$ cat src/rtl/ccgen_pkg.sv
package ccgen_pkg;

  typedef enum logic [1:0] {
    CC_ADD   = 2'd0,
    CC_SUB   = 2'd1,
    CC_SHIFT = 2'd2,
    CC_TEST  = 2'd3
  } cc_op_e;

  localparam int CCR_W    = 8;
  localparam int BIT_C    = 0;
  localparam int BIT_V    = 1;
  localparam int BIT_Z    = 2;
  localparam int BIT_N    = 3;
  localparam int KEEP_LO  = 4;

endpackage

$ cat src/rtl/ccgen_msb_pick.sv
module ccgen_msb_pick #(
  parameter int NARROW_W = 8,
  parameter int WIDE_W   = 16
) (
  input  logic              wide_i,
  input  logic [WIDE_W-1:0] opa_i,
  input  logic [WIDE_W-1:0] opb_i,
  input  logic [WIDE_W-1:0] res_i,
  output logic              a_msb_o,
  output logic              b_msb_o,
  output logic              r_msb_o,
  output logic              r_zero_o
);

  localparam int NMSB = NARROW_W - 1;
  localparam int WMSB = WIDE_W - 1;

  logic low_zero;
  logic high_zero;

  assign low_zero = ~|res_i[NMSB:0];

  generate
    if (WIDE_W > NARROW_W) begin : g_split
      assign high_zero = ~|res_i[WMSB:NARROW_W];
    end else begin : g_flat
      assign high_zero = 1'b1;
    end
  endgenerate

  always_comb begin
    if (wide_i) begin
      a_msb_o  = opa_i[WMSB];
      b_msb_o  = opb_i[WMSB];
      r_msb_o  = res_i[WMSB];
      r_zero_o = low_zero & high_zero;
    end else begin
      a_msb_o  = opa_i[NMSB];
      b_msb_o  = opb_i[NMSB];
      r_msb_o  = res_i[NMSB];
      r_zero_o = low_zero;
    end
  end

endmodule

$ cat src/rtl/ccgen_arith_flags.sv
module ccgen_arith_flags
  import ccgen_pkg::*;
(
  input  cc_op_e op_i,
  input  logic   a_msb_i,
  input  logic   b_msb_i,
  input  logic   r_msb_i,
  output logic   carry_o,
  output logic   ovf_o
);

  logic add_c, add_v, sub_c, sub_v;

  always_comb begin
    add_c = (a_msb_i & b_msb_i) | (b_msb_i & ~r_msb_i) | (a_msb_i & ~r_msb_i);
    add_v = (a_msb_i & b_msb_i & ~r_msb_i) | (~a_msb_i & ~b_msb_i & r_msb_i);
    sub_c = (~a_msb_i & b_msb_i) | (b_msb_i & r_msb_i) | (~a_msb_i & r_msb_i);
    sub_v = (a_msb_i & ~b_msb_i & ~r_msb_i) | (~a_msb_i & b_msb_i & r_msb_i);
  end

  always_comb begin
    carry_o = 1'b0;
    ovf_o   = 1'b0;
    case (op_i)
      CC_ADD: begin
        carry_o = add_c;
        ovf_o   = add_v;
      end
      CC_SUB: begin
        carry_o = sub_c;
        ovf_o   = sub_v;
      end
      default: begin
        carry_o = 1'b0;
        ovf_o   = 1'b0;
      end
    endcase
  end

  // add overflow only with like-signed operands
  always_comb begin
    if (op_i == CC_ADD && ovf_o)
      p_add_like_signs_r2 : assert (a_msb_i == b_msb_i);
  end

  // subtract overflow only with unlike-signed operands
  always_comb begin
    if (op_i == CC_SUB && ovf_o)
      p_sub_unlike_signs_r4 : assert (a_msb_i != b_msb_i);
  end

endmodule

$ cat src/rtl/ccgen_ccr_merge.sv
module ccgen_ccr_merge
  import ccgen_pkg::*;
(
  input  cc_op_e            op_i,
  input  logic [CCR_W-1:0]  ccr_i,
  input  logic              neg_i,
  input  logic              zero_i,
  input  logic              arith_c_i,
  input  logic              arith_v_i,
  input  logic              shc_i,
  output logic [CCR_W-1:0]  ccr_o
);

  logic next_c;
  logic next_v;

  always_comb begin
    next_c = ccr_i[BIT_C];
    next_v = 1'b0;
    case (op_i)
      CC_ADD, CC_SUB: begin
        next_c = arith_c_i;
        next_v = arith_v_i;
      end
      CC_SHIFT: begin
        next_c = shc_i;
        next_v = neg_i ^ shc_i;
      end
      default: begin
        next_c = ccr_i[BIT_C];
        next_v = 1'b0;
      end
    endcase
  end

  always_comb begin
    ccr_o                 = ccr_i;
    ccr_o[BIT_N]          = neg_i;
    ccr_o[BIT_Z]          = zero_i;
    ccr_o[BIT_V]          = next_v;
    ccr_o[BIT_C]          = next_c;
  end

endmodule

$ cat src/rtl/ccgen_flag_unit.sv
module ccgen_flag_unit
  import ccgen_pkg::*;
#(
  parameter int NARROW_W = 8,
  parameter int WIDE_W   = 16
) (
  input  logic [1:0]        op_i,
  input  logic              wide_i,
  input  logic [WIDE_W-1:0] opa_i,
  input  logic [WIDE_W-1:0] opb_i,
  input  logic [WIDE_W-1:0] res_i,
  input  logic              shc_i,
  input  logic [CCR_W-1:0]  ccr_i,
  output logic [CCR_W-1:0]  ccr_o
);

  cc_op_e op;
  logic   a_msb, b_msb, r_msb, r_zero;
  logic   arith_c, arith_v;

  assign op = cc_op_e'(op_i);

  ccgen_msb_pick #(
    .NARROW_W (NARROW_W),
    .WIDE_W   (WIDE_W)
  ) u_pick (
    .wide_i   (wide_i),
    .opa_i    (opa_i),
    .opb_i    (opb_i),
    .res_i    (res_i),
    .a_msb_o  (a_msb),
    .b_msb_o  (b_msb),
    .r_msb_o  (r_msb),
    .r_zero_o (r_zero)
  );

  ccgen_arith_flags u_arith (
    .op_i    (op),
    .a_msb_i (a_msb),
    .b_msb_i (b_msb),
    .r_msb_i (r_msb),
    .carry_o (arith_c),
    .ovf_o   (arith_v)
  );

  ccgen_ccr_merge u_merge (
    .op_i      (op),
    .ccr_i     (ccr_i),
    .neg_i     (r_msb),
    .zero_i    (r_zero),
    .arith_c_i (arith_c),
    .arith_v_i (arith_v),
    .shc_i     (shc_i),
    .ccr_o     (ccr_o)
  );

  // upper flag nibble always passes through
  always_comb begin
    p_keep_upper_r9 : assert (ccr_o[CCR_W-1:KEEP_LO] == ccr_i[CCR_W-1:KEEP_LO]);
  end

  // zero result can never look negative
  always_comb begin
    if (ccr_o[BIT_Z])
      p_zero_not_neg_r5 : assert (!ccr_o[BIT_N]);
  end

  // test clears V and holds C
  always_comb begin
    if (op == CC_TEST)
      p_test_flags_r6 : assert (!ccr_o[BIT_V] && ccr_o[BIT_C] == ccr_i[BIT_C]);
  end

  // shift overflow follows N xor C, carry from shifter
  always_comb begin
    if (op == CC_SHIFT)
      p_shift_ovf_r7 : assert (ccr_o[BIT_C] == shc_i &&
                               ccr_o[BIT_V] == (ccr_o[BIT_N] ^ ccr_o[BIT_C]));
  end

endmodule

$ cat config.mk
export PLATFORM = sky130hd
export DESIGN_NAME = ccgen_flag_unit
export DESIGN_NICKNAME = d
export VERILOG_FILES = /design/src/rtl/ccgen_pkg.sv /design/src/rtl/ccgen_msb_pick.sv /design/src/rtl/ccgen_arith_flags.sv /design/src/rtl/ccgen_ccr_merge.sv /design/src/rtl/ccgen_flag_unit.sv
export SDC_FILE = /design/constraint.sdc
export NUM_CORES = 1
export LEC_CHECK = 0
export ABC_AREA = 1
export BUFFER_PORTS_ARGS = -buffer_cell sky130_fd_sc_hd__buf_2
export CAP_MARGIN = 20
export CORE_MARGIN = 3
export CORE_UTILIZATION = 22
export DETAILED_ROUTE_END_ITERATION = 8
export GPL_ROUTABILITY_DRIVEN = 0
export GPL_TIMING_DRIVEN = 1
export PLACE_DENSITY = 0.82
export RECOVER_POWER = 25
export SYNTH_ARGS = -nofsm -noshare
export SYNTH_HDL_FRONTEND = slang
export SYNTH_HIERARCHICAL = 1
export SYNTH_SLANG_ARGS = --single-unit
$ cat constraint.sdc
create_clock -name vclk -period 0.9
set_input_delay 0.09 -clock vclk [all_inputs]
set_output_delay 0.09 -clock vclk [all_outputs]
set_load 0.03 [all_outputs]
==> flow_summary.toml <==
[run_status]
status = "finished with violations"
failed_checks = "setup timing"

[power]
p_per_area_mw_per_mm2 = 511
p_clk_frac = 0
vdd_drop_max_uv = 213
internal_power_uw = 141
p_comb_frac = 1.000
p_sw_frac = 0.527
p_seq_frac = 0
finalPower_uw = 297
switchingPower_uw = 157
p_leak_uw = 0.000331

[clock_network]
postCtsSetupBuffers = 0
cts_hold_buffers = 0

[die]
die_w_um = 42.6
fp-row-count = 12
coreArea_mm2 = 0.00119
io_pins = 68
die_h_um = 42.6
die_area_mm2 = 0.00181
initial_core_util = 0.248

[routing]
firstDrtPassIters = 3
routed_wl_um = 1010
wire_per_inst_um = 9.83
antenna_left = 0
drc_errors = 0
via_count = 456
drt_iter0_drc = 9
drt-vias-per-instance = 4.43

[logic_synthesis]
synthAdderAreaFrac = 0
synth_top_family_by_area = "simple AND/OR/NAND/NOR gates"
synthCells = 65
synth_mux_area_frac = 0
yosysWarnings = 6
synth_compound_area_frac = 0.0170
yosys-top-cells-count = "25 x nand2_1, 12 x nor2_1, 8 x buf_4"
syn_area_per_cell_um2 = 4.52
yosysUniqueCellTypes = 10
synth_area_leaders = "nand2_1 32%, buf_4 20%, nor2_1 15%"
yosysMostFrequentCell = "nand2_1"
syn_area_um2 = 294
synth_largest_area_cell = "nand2_1"
seq_area_frac_synth = 0
synth-simple-area-share = 0.677
synth_top_cell_area_share = 0.319
syn_nets = 125
synth-xor-area-share = 0

[global_routing]
grt_pass1_wl_um = 1600
antenna_found_initial = 0
grt_max_degree = 5
grt_pass1_vias = 424
grt_overflow = 0
grtUsageTotal = 0.105

[job]
cap_violations = 0

[critical_path]
crit_buf_inv = 4
cp.arrival_ps = 950
slowest_stage = "buf_6"
end_kind = "output port"
cp_top_family = "simple AND/OR/NAND/NOR gates"
crit_path_max_incr_delay_ps = 140
start_kind = "input pin"
cp_cell_sequence = "buf_12, inv_8, nand2_4, nand2_4, inv_2, nand2_2, nand2_2, nand3_2, nand2_1, nand2_1, nand3_2, buf_6"
critPathKind = "input pin to output port"
required_ps = 810
cp_max_fo = 4

[layout]
num_antenna_cells = 0
drive_gt1_frac = 0.685
regArea_um2 = 0
n_fill_cell = 131
fin_nets = 151
fin_area_um2 = 582
seq_cell_count = 0
clockBufferCount = 0
area_growth_pct = 97.9

[min_path]
min_to = "ccr_o[5]"
holdPathStages = 0
min_path_type = "input pin to output port"
hold_start = "ccr_i[5]"

[timing]
min_period_ps = 1040
fmax_mhz = 961
worst_pin_slew_ps = 190
finalSetupViolations = 2
post-route-period-util = 1.16
drv_slew = 0
fin_ws_ps = -141
relSlewSlack = 0.873
setup_tns_ps = -264
hold_viol_final = 0
hold_ws_ps = 180
rsz0062_at_grt = "yes"

[placed_design]
placedInstanceArea_um2 = 429
place_ws_ps = -251
port_buffers = 29
hpwlAfterDp_um = 761
placed cells by master, fill, tap and decap left out:
| cell type | instances |
|---|---|
| nand4_1 | 1 |
| nand2_4 | 6 |
| inv_1 | 3 |
| nor2_2 | 6 |
| inv_2 | 4 |
| buf_2 | 21 |
| nand2_2 | 7 |
| buf_4 | 4 |
| nor2_1 | 6 |
| inv_8 | 1 |
| buf_6 | 6 |
| buf_12 | 1 |
| nand3_1 | 4 |
| nand3_2 | 3 |
| nand2_1 | 13 |
| nor2_4 | 2 |
| o21ai_1 | 1 |
kinds of logic after synthesis:
logic type	count (synthesis)
buffers and inverters	16
AND/OR/NAND/NOR	48
AO/OA/AOI/OAI	1
routing by layer:
metal / vias to the layer above / global-route usage / wire length (um)
met5: - / 0 / 0
met1: 196 / 0.118 / 320
met3: 4 / 0.0172 / 86
met2: 18 / 0.204 / 547
met4: 0 / 0.0186 / 59
li1: 238 / - / -
area by class of cell:
cell class	count	area, um2	share of cell area
inverters	8	37.5	0.0645
multi-input cells	49	304	0.523
well taps	14	17.5	0.0301
repair buffers	32	223	0.383
power groups by stage:
| stage | Clock, uW | Combinational (uW) | Sequential (uW) |
|---|---|---|---|
| floorplan | 0 | 167 | 0 |
| global placement | 0 | 204 | 0 |
| detailed placement | 0 | 210 | 0 |
| CTS | 0 | 256 | 0 |
| global route | 0 | 325 | 0 |
| finish | 0 | 297 | 0 |
per-stage QoR:
step | util | std cells
floorplan | - | 65
global placement | 0.362 | 103
detailed placement | 0.362 | 103
CTS | 0.421 | 103
global route | 0.491 | 103
finish | 0.491 | 103
timing repair:
| item | CTS | global route |
|---|---|---|
| pin swaps | 7 | 15 |
| endpoints found under the setup margin | 2 | 3 |
| gates resized for setup | 24 | 20 |
worst max path at each step:
stage	cells past startpoint	end	startpoint
after floorplan	11	ccr_o[0]	wide_i
after global placement	10	ccr_o[1]	wide_i
after detailed placement	10	ccr_o[1]	wide_i
after CTS	12	ccr_o[0]	wide_i
after global routing	12	ccr_o[1]	wide_i
final	12	ccr_o[0]	wide_i
No activity file was read; power rests on OpenSTA's default activity.
